## config.mk

```make
export PLATFORM = sky130hd
export DESIGN_NAME = irq_prio_ctrl
export DESIGN_NICKNAME = d
export VERILOG_FILES = /design/src/rtl/irq_pkg.sv /design/src/rtl/irq_pend_reg.sv /design/src/rtl/irq_ctl_regs.sv /design/src/rtl/irq_prio_enc.sv /design/src/rtl/irq_prio_ctrl.sv
export SDC_FILE = /design/constraint.sdc
export NUM_CORES = 1
export LEC_CHECK = 0
export CORE_MARGIN = 3
export CORE_UTILIZATION = 38
export DETAILED_ROUTE_END_ITERATION = 10
export GPL_ROUTABILITY_DRIVEN = 0
export PLACE_DENSITY = 0.73
export SLEW_MARGIN = 40
export SYNTH_ARGS = -nofsm -noshare
export SYNTH_HDL_FRONTEND = slang
export SYNTH_SLANG_ARGS = --single-unit
export TNS_END_PERCENT = 5
```

## constraint.sdc

```tcl
create_clock -name clk -period 1.2 [get_ports clk]
set_input_delay 0.36 -clock clk [delete_from_list [all_inputs] [get_ports clk]]
set_output_delay 0.36 -clock clk [all_outputs]
set_load 0.05 [all_outputs]
```

## src/rtl/irq_pkg.sv

```systemverilog
package irq_pkg;
   typedef enum logic [2:0] {
      OP_MASK_SET = 3'd0,
      OP_MASK_CLR = 3'd1,
      OP_PEND_CLR = 3'd2,
      OP_EN_SET   = 3'd3,
      OP_EN_CLR   = 3'd4,
      OP_SVC_SET  = 3'd5,
      OP_SVC_CLR  = 3'd6
   } wr_op_e;
endpackage

```

## src/rtl/irq_pend_reg.sv

```systemverilog
module irq_pend_reg #(
   parameter int NUM_SRC = 4
) (
   input  logic               clk,
   input  logic               rst_n,
   input  logic [NUM_SRC-1:0] set_bits,
   input  logic [NUM_SRC-1:0] clr_bits,
   output logic [NUM_SRC-1:0] pend
);
   // set has precedence over clear on the same bit
   always_ff @(posedge clk or negedge rst_n) begin
      if (!rst_n) pend <= '0;
      else        pend <= (pend & ~clr_bits) | set_bits;
   end

   // any request bit is pending after the edge
   p_req_held_r7: assert property (@(posedge clk) disable iff (!rst_n)
      (set_bits != '0) |=> ((pend & $past(set_bits)) == $past(set_bits)));

   // uncontested clear empties the selected bits
   p_clear_done_r6: assert property (@(posedge clk) disable iff (!rst_n)
      ((clr_bits != '0) && ((set_bits & clr_bits) == '0))
         |=> ((pend & $past(clr_bits)) == '0));
endmodule

```

## src/rtl/irq_ctl_regs.sv

```systemverilog
module irq_ctl_regs
   import irq_pkg::*;
#(
   parameter int NUM_SRC = 4
) (
   input  logic               clk,
   input  logic               rst_n,
   input  logic               wr_en,
   input  logic [2:0]         wr_op,
   input  logic [NUM_SRC-1:0] wr_data,
   input  logic               take_ok,
   output logic [NUM_SRC-1:0] mask,
   output logic [NUM_SRC-1:0] pend_clr,
   output logic               en_flag,
   output logic               svc_flag
);
   wr_op_e op;
   assign op = wr_op_e'(wr_op);

   logic is_mset, is_mclr, is_eset, is_eclr, is_sset, is_sclr;
   assign is_mset = wr_en && (op == OP_MASK_SET);
   assign is_mclr = wr_en && (op == OP_MASK_CLR);
   assign is_eset = wr_en && (op == OP_EN_SET);
   assign is_eclr = wr_en && (op == OP_EN_CLR);
   assign is_sset = wr_en && (op == OP_SVC_SET);
   assign is_sclr = wr_en && (op == OP_SVC_CLR);

   assign pend_clr = (wr_en && (op == OP_PEND_CLR)) ? wr_data : '0;

   always_ff @(posedge clk or negedge rst_n) begin
      if (!rst_n) begin
         mask     <= '0;
         en_flag  <= 1'b0;
         svc_flag <= 1'b0;
      end else begin
         if (is_mset)      mask <= mask | wr_data;
         else if (is_mclr) mask <= mask & ~wr_data;
         if (is_eset)      en_flag <= 1'b1;
         else if (is_eclr) en_flag <= 1'b0;
         // accepting an interrupt outranks a software clear
         if (take_ok || is_sset) svc_flag <= 1'b1;
         else if (is_sclr)       svc_flag <= 1'b0;
      end
   end

   // an accepted interrupt always marks a handler in service
   p_take_sets_svc_r9: assert property (@(posedge clk) disable iff (!rst_n)
      take_ok |=> svc_flag);

   // enable only changes through its opcodes
   p_en_stable_r10: assert property (@(posedge clk) disable iff (!rst_n)
      (!is_eset && !is_eclr) |=> $stable(en_flag));
endmodule

```

## src/rtl/irq_prio_enc.sv

```systemverilog
module irq_prio_enc #(
   parameter int NUM_SRC   = 4,
   parameter bit HIGH_WINS = 1'b1,
   localparam int IDX_W    = (NUM_SRC > 1) ? $clog2(NUM_SRC) : 1
) (
   input  logic [NUM_SRC-1:0] act,
   output logic [IDX_W-1:0]   idx,
   output logic               valid
);
   assign valid = |act;

   if (HIGH_WINS) begin : g_high
      always_comb begin
         idx = '0;
         for (int i = 0; i < NUM_SRC; i++)
            if (act[i]) idx = IDX_W'(i);
      end
   end else begin : g_low
      always_comb begin
         idx = '0;
         for (int i = NUM_SRC - 1; i >= 0; i--)
            if (act[i]) idx = IDX_W'(i);
      end
   end
endmodule

```

## src/rtl/irq_prio_ctrl.sv

```systemverilog
module irq_prio_ctrl #(
   parameter int NUM_SRC   = 4,
   parameter bit HIGH_WINS = 1'b1,
   localparam int IDX_W    = (NUM_SRC > 1) ? $clog2(NUM_SRC) : 1
) (
   input  logic               clk,
   input  logic               rst_n,
   input  logic [NUM_SRC-1:0] dev_req,
   input  logic               wr_en,
   input  logic [2:0]         wr_op,
   input  logic [NUM_SRC-1:0] wr_data,
   input  logic               irq_take,
   output logic [IDX_W-1:0]   act_idx,
   output logic               act_valid,
   output logic               cpu_irq
);
   if (NUM_SRC < 2 || NUM_SRC > 64) begin : g_bad_src
      $error("irq_prio_ctrl: NUM_SRC must be within 2..64");
   end

   logic [NUM_SRC-1:0] pend, mask, pend_clr, act;
   logic               en_flag, svc_flag;

   irq_pend_reg #(.NUM_SRC(NUM_SRC)) u_pend (
      .clk(clk), .rst_n(rst_n), .set_bits(dev_req),
      .clr_bits(pend_clr), .pend(pend));

   irq_ctl_regs #(.NUM_SRC(NUM_SRC)) u_ctl (
      .clk(clk), .rst_n(rst_n), .wr_en(wr_en), .wr_op(wr_op),
      .wr_data(wr_data), .take_ok(irq_take & cpu_irq), .mask(mask),
      .pend_clr(pend_clr), .en_flag(en_flag), .svc_flag(svc_flag));

   assign act = pend & ~mask;

   irq_prio_enc #(.NUM_SRC(NUM_SRC), .HIGH_WINS(HIGH_WINS)) u_enc (
      .act(act), .idx(act_idx), .valid(act_valid));

   assign cpu_irq = en_flag & ~svc_flag & act_valid;

   // the index names a pending, unmasked source
   p_idx_live_r3: assert property (@(posedge clk) disable iff (!rst_n)
      act_valid |-> (pend[act_idx] && !mask[act_idx]));

   // nothing more urgent than the winner is active
   if (HIGH_WINS) begin : g_chk_high
      p_idx_top_r3: assert property (@(posedge clk) disable iff (!rst_n)
         act_valid |-> ((act >> act_idx) == NUM_SRC'(1)));
   end

   // processor line needs enable, no handler in service, and a source
   p_irq_gate_r8: assert property (@(posedge clk) disable iff (!rst_n)
      cpu_irq |-> (en_flag && !svc_flag && act_valid));
endmodule

```

==> results of run 1 <==
report_power, final:
part / switching (uW) / total, uW / internal (uW)
clock: 120 / 305 / 184
sequential: 23.5 / 397 / 374
combinational: 238 / 514 / 276
total: 382 / 1220 / 834
metrics by stage:
step / worst slack [ns] / utilization, %
finish: -0.6627 / 76.25
floorplan: -0.4471 / -
detailed placement: -0.3993 / 70.52
global placement: -0.4142 / 70.52
CTS: -0.6656 / 73.75
global route: -0.7264 / 76.25
repair_timing:
item / CTS / global route
endpoints found under the hold margin: 0 / 0
resized for setup: 7 / 2
buffers inserted: 0 / 3
endpoints found under the setup margin: 14 / 5
pin swaps: 2 / 1
synth_stat cells:
| master | number |
|---|---|
| sky130_fd_sc_hd__and3b_1 | 1 |
| sky130_fd_sc_hd__inv_1 | 6 |
| sky130_fd_sc_hd__nand2_1 | 10 |
| sky130_fd_sc_hd__and4b_1 | 1 |
| sky130_fd_sc_hd__a21o_1 | 4 |
| sky130_fd_sc_hd__o21ai_0 | 4 |
| sky130_fd_sc_hd__a21oi_1 | 1 |
| sky130_fd_sc_hd__mux2i_1 | 4 |
| sky130_fd_sc_hd__nor2b_1 | 1 |
| sky130_fd_sc_hd__and4bb_1 | 1 |
| sky130_fd_sc_hd__o211ai_2 | 1 |
| sky130_fd_sc_hd__or2b_1 | 4 |
| sky130_fd_sc_hd__and4b_4 | 1 |
| sky130_fd_sc_hd__nor3b_2 | 2 |
| sky130_fd_sc_hd__dfrtp_1 | 10 |
| sky130_fd_sc_hd__nand3b_1 | 1 |
layer usage:
layer | share of wire [%] | up-vias | routed length [um]
met5 | 0 | - | 0
met4 | 0.71 | 0 | 9
met3 | 6.3 | 2 | 80
met2 | 50 | 16 | 634
met1 | 43 | 204 | 550
li1 | - | 245 | -
cells by family (layout without fill, tap and decap cells):
family / after synthesis / count (layout)
compound gates: 10 / 10
mux: 4 / 4
simple gates: 22 / 22
buf+inv: 6 / 40
flops: 10 / 10
how the worst max path moves through the flow:
stage             start             end  slack, ns
6_report       register         cpu_irq      -0.66
2_1_floorplan  register         cpu_irq      -0.45
3_3_place_gp   wr_op[2]  u_pend.pend[0]      -0.41
5_1_grt        register         cpu_irq      -0.73
3_5_place_dp   wr_op[2]  u_pend.pend[0]      -0.40
4_1_cts        register         cpu_irq      -0.67
area by class of cell:
type / instances / area [sq um]
Clock buffer: 4 / 36.28
Fill cell: 100 / 285.3
Inverter: 6 / 22.52
Multi-Input combinational cell: 36 / 284.0
Sequential cell: 10 / 250.2
Tap cell: 14 / 17.52
Timing Repair Buffer: 30 / 305.3
worst max-delay path, stage by stage (launching register included):
cell and delay [ns]:
sky130_fd_sc_hd__dfrtp_1 0.37, sky130_fd_sc_hd__or2b_1 0.25, sky130_fd_sc_hd__and4b_4 0.22, sky130_fd_sc_hd__nor3b_4 0.23
sky130_fd_sc_hd__buf_12 0.16
==> impl_results.rst, run 1 <==
.. list-table::
   :header-rows: 1

   * - Metric
     - Value
   * - Largest net degree at the start of global routing
     - 11
   * - Inserted Clock Buffers
     - 3
   * - Warnings, synthesis
     - 0
   * - Worst-margin pin slew
     - approximately 0.32 ns
   * - Sequential share of the synthesized area
     - 47.06%
   * - DR vias/cell
     - 4.670
   * - Starting DRC count in detailed routing
     - 8
   * - Fraction of the mapped netlist area in compound gates
     - 12.71%
   * - Number of global-route vias before repair
     - about 460
   * - Final worst-path cycle share
     - 155.2%
   * - Post-detailed-route count of antenna-violating nets
     - 0
   * - DR DRC count
     - 0
   * - Final routed wirelength across all metal layers
     - around 1300 um
   * - Number of iterations in the first detailed-routing pass
     - 4
   * - Area after detailed placement
     - around 850 sq um
   * - Pins Over Slew Limit
     - 0
   * - Mux share of post-synthesis cell area
     - 7.529%
   * - Most frequent cells in the layout
     - 12 x sky130_fd_sc_hd__buf_4, 10 x sky130_fd_sc_hd__nand2_1, 10 x sky130_fd_sc_hd__dfrtp_1, 10 x sky130_fd_sc_hd__clkdlybuf4s50_1, 5 x sky130_fd_sc_hd__inv_1
   * - Number of sinks handled by clock tree synthesis
     - 10
   * - Final setup violation count
     - 5
   * - Maximum fanout along the worst path
     - 2
   * - Required arrival time at the worst endpoint
     - ~0.84 ns
   * - Antenna violations before repair
     - 0
   * - H-tree level count
     - 1
   * - Vertical extent of the die
     - between 40 and 50 um
   * - Wire length per cell after detailed routing
     - 12.74 um
   * - Area enclosed by the die boundary
     - approximately 1900 sq um
   * - Combinational family with the most area after synthesis
     - simple AND/OR/NAND/NOR gates
   * - Sort of element at the end of the critical path
     - output pin
   * - Tmin final
     - between 1.5 and 2 ns
   * - Worst hold slack
     - 0.3757 ns
   * - Global router's overall resource usage
     - 14.31%
   * - Clk Tree Root Cell
     - sky130_fd_sc_hd__clkbuf_4
   * - Core Footprint
     - between 1000 and 1500 sq um
   * - Area share of the largest cell type after synthesis
     - between 40% and 50%
   * - Top cells by area, synth
     - sky130_fd_sc_hd__dfrtp_1 47%, sky130_fd_sc_hd__mux2i_1 7.5%, sky130_fd_sc_hd__nand2_1 7.1%, sky130_fd_sc_hd__a21o_1 5.6%, sky130_fd_sc_hd__or2b_1 5.6%
   * - Initial standard-cell utilization of the core
     - roughly 44%
   * - Static power due to leakage
     - about 0.00044 uW
   * - Buffer levels on the longest clock path
     - 2
   * - Post-synthesis register bit count
     - 10
   * - TritonCTS clock tree
     - built
   * - Worst VDD drop
     - between 0.7 and 0.8 mV
   * - Final Worst Setup Slack
     - -0.6627 ns
   * - Max Cap Viol
     - 0
   * - Combined area of all synthesized cells
     - approximately 530 sq um
   * - Cell area power density
     - around 1300 nW/um^2
   * - Number of hold-repair buffers added at the cts stage
     - 0
   * - Endpoint of the worst register-to-register path
     - u_ctl.svc_flag
   * - Residual overflow from global routing
     - 0
   * - Instance count after placement with tap cells included
     - 93
   * - Total Negative Setup Slacks
     - -2.524 ns
   * - Most Used Layer, Global Route
     - met2
   * - Reg-to-reg slack, setup
     - -0.12 ns
   * - Met3 Track Usage GR
     - approximately 2.5%
   * - Depth of the most critical reg-to-reg path
     - 5
   * - Hold crit path type
     - primary input to async pin
   * - Fraction of synthesized cell area in xor and xnor cells
     - 0%
   * - Synthesized instance count
     - 52
   * - DIE WIDTH
     - about 43 um
   * - Number of antenna repair diodes
     - 0
   * - Clock latency reported for the late side of the worst-skew pair
     - between 0.2 and 0.3 ns
   * - Final standard cell count with taps included and fillers excluded
     - 100
   * - Layout Nets
     - just over 100
   * - Setup CP Type
     - register to output pin
   * - Layout cells sized above 1
     - roughly 33%
   * - Simple-gate share of the synthesized area
     - around 28%
   * - DP Wirelength
     - approximately 960 um
   * - Worst-case headroom to the max-slew limit
     - between 70% and 80%
   * - Number of rows created at floorplan
     - 12
   * - Sum of internal, switching and leakage power
     - ~1200 uW
   * - I/O Pins
     - 19
   * - Adder and majority cell fraction of the synthesized area
     - 0%
   * - Finished layout cell area
     - ~920 sq um
   * - Unrepaired setup endpoints after global routing
     - true
   * - Largest area contributor in the synthesized netlist
     - sky130_fd_sc_hd__dfrtp_1
   * - Met2 track demand over resource in global routing
     - 22.71%
   * - Final count of hold timing violations
     - 0
   * - Worst clock skew
     - 0.002819 ns
   * - Most common cell after layout, fill and taps aside
     - sky130_fd_sc_hd__buf_4
   * - Mean area per synthesized cell
     - slightly above 10 sq um
   * - Post-synth cell types
     - 16
   * - Peak Freq
     - roughly 0.54 GHz
   * - DR vias
     - approximately 470
   * - Global-route track usage on met1
     - a little under a fifth
   * - Wire length of the first global-routing pass
     - roughly 2000 um
   * - Arrival time of the worst setup path
     - 1.50 ns
   * - Number of I/O port buffers
     - 18
   * - Layout overhead on the synthesized area
     - 72.24%
   * - Violated checks
     - negative setup slack
   * - Startpoint type of the worst setup path
     - register
   * - Run status
     - finished with violations
   * - Post-synthesis net count
     - 67
   * - Worst-path clk slew
     - about 0.070 ns
(Power assumes the default switching activity.)
==> run 2, diff against run 1 <==
--- a/config.mk
+++ b/config.mk
@@ -5,10 +5,12 @@
 export SDC_FILE = /design/constraint.sdc
 export NUM_CORES = 1
 export LEC_CHECK = 0
+export CAP_MARGIN = 20
 export CORE_MARGIN = 3
 export CORE_UTILIZATION = 38
 export DETAILED_ROUTE_END_ITERATION = 10
 export GPL_ROUTABILITY_DRIVEN = 0
+export HOLD_SLACK_MARGIN = 0.15
 export PLACE_DENSITY = 0.73
 export SLEW_MARGIN = 40
 export SYNTH_ARGS = -nofsm -noshare
==> results of run 2 <==
No change in the layout: final DEF, timing and power equal those of run 1.
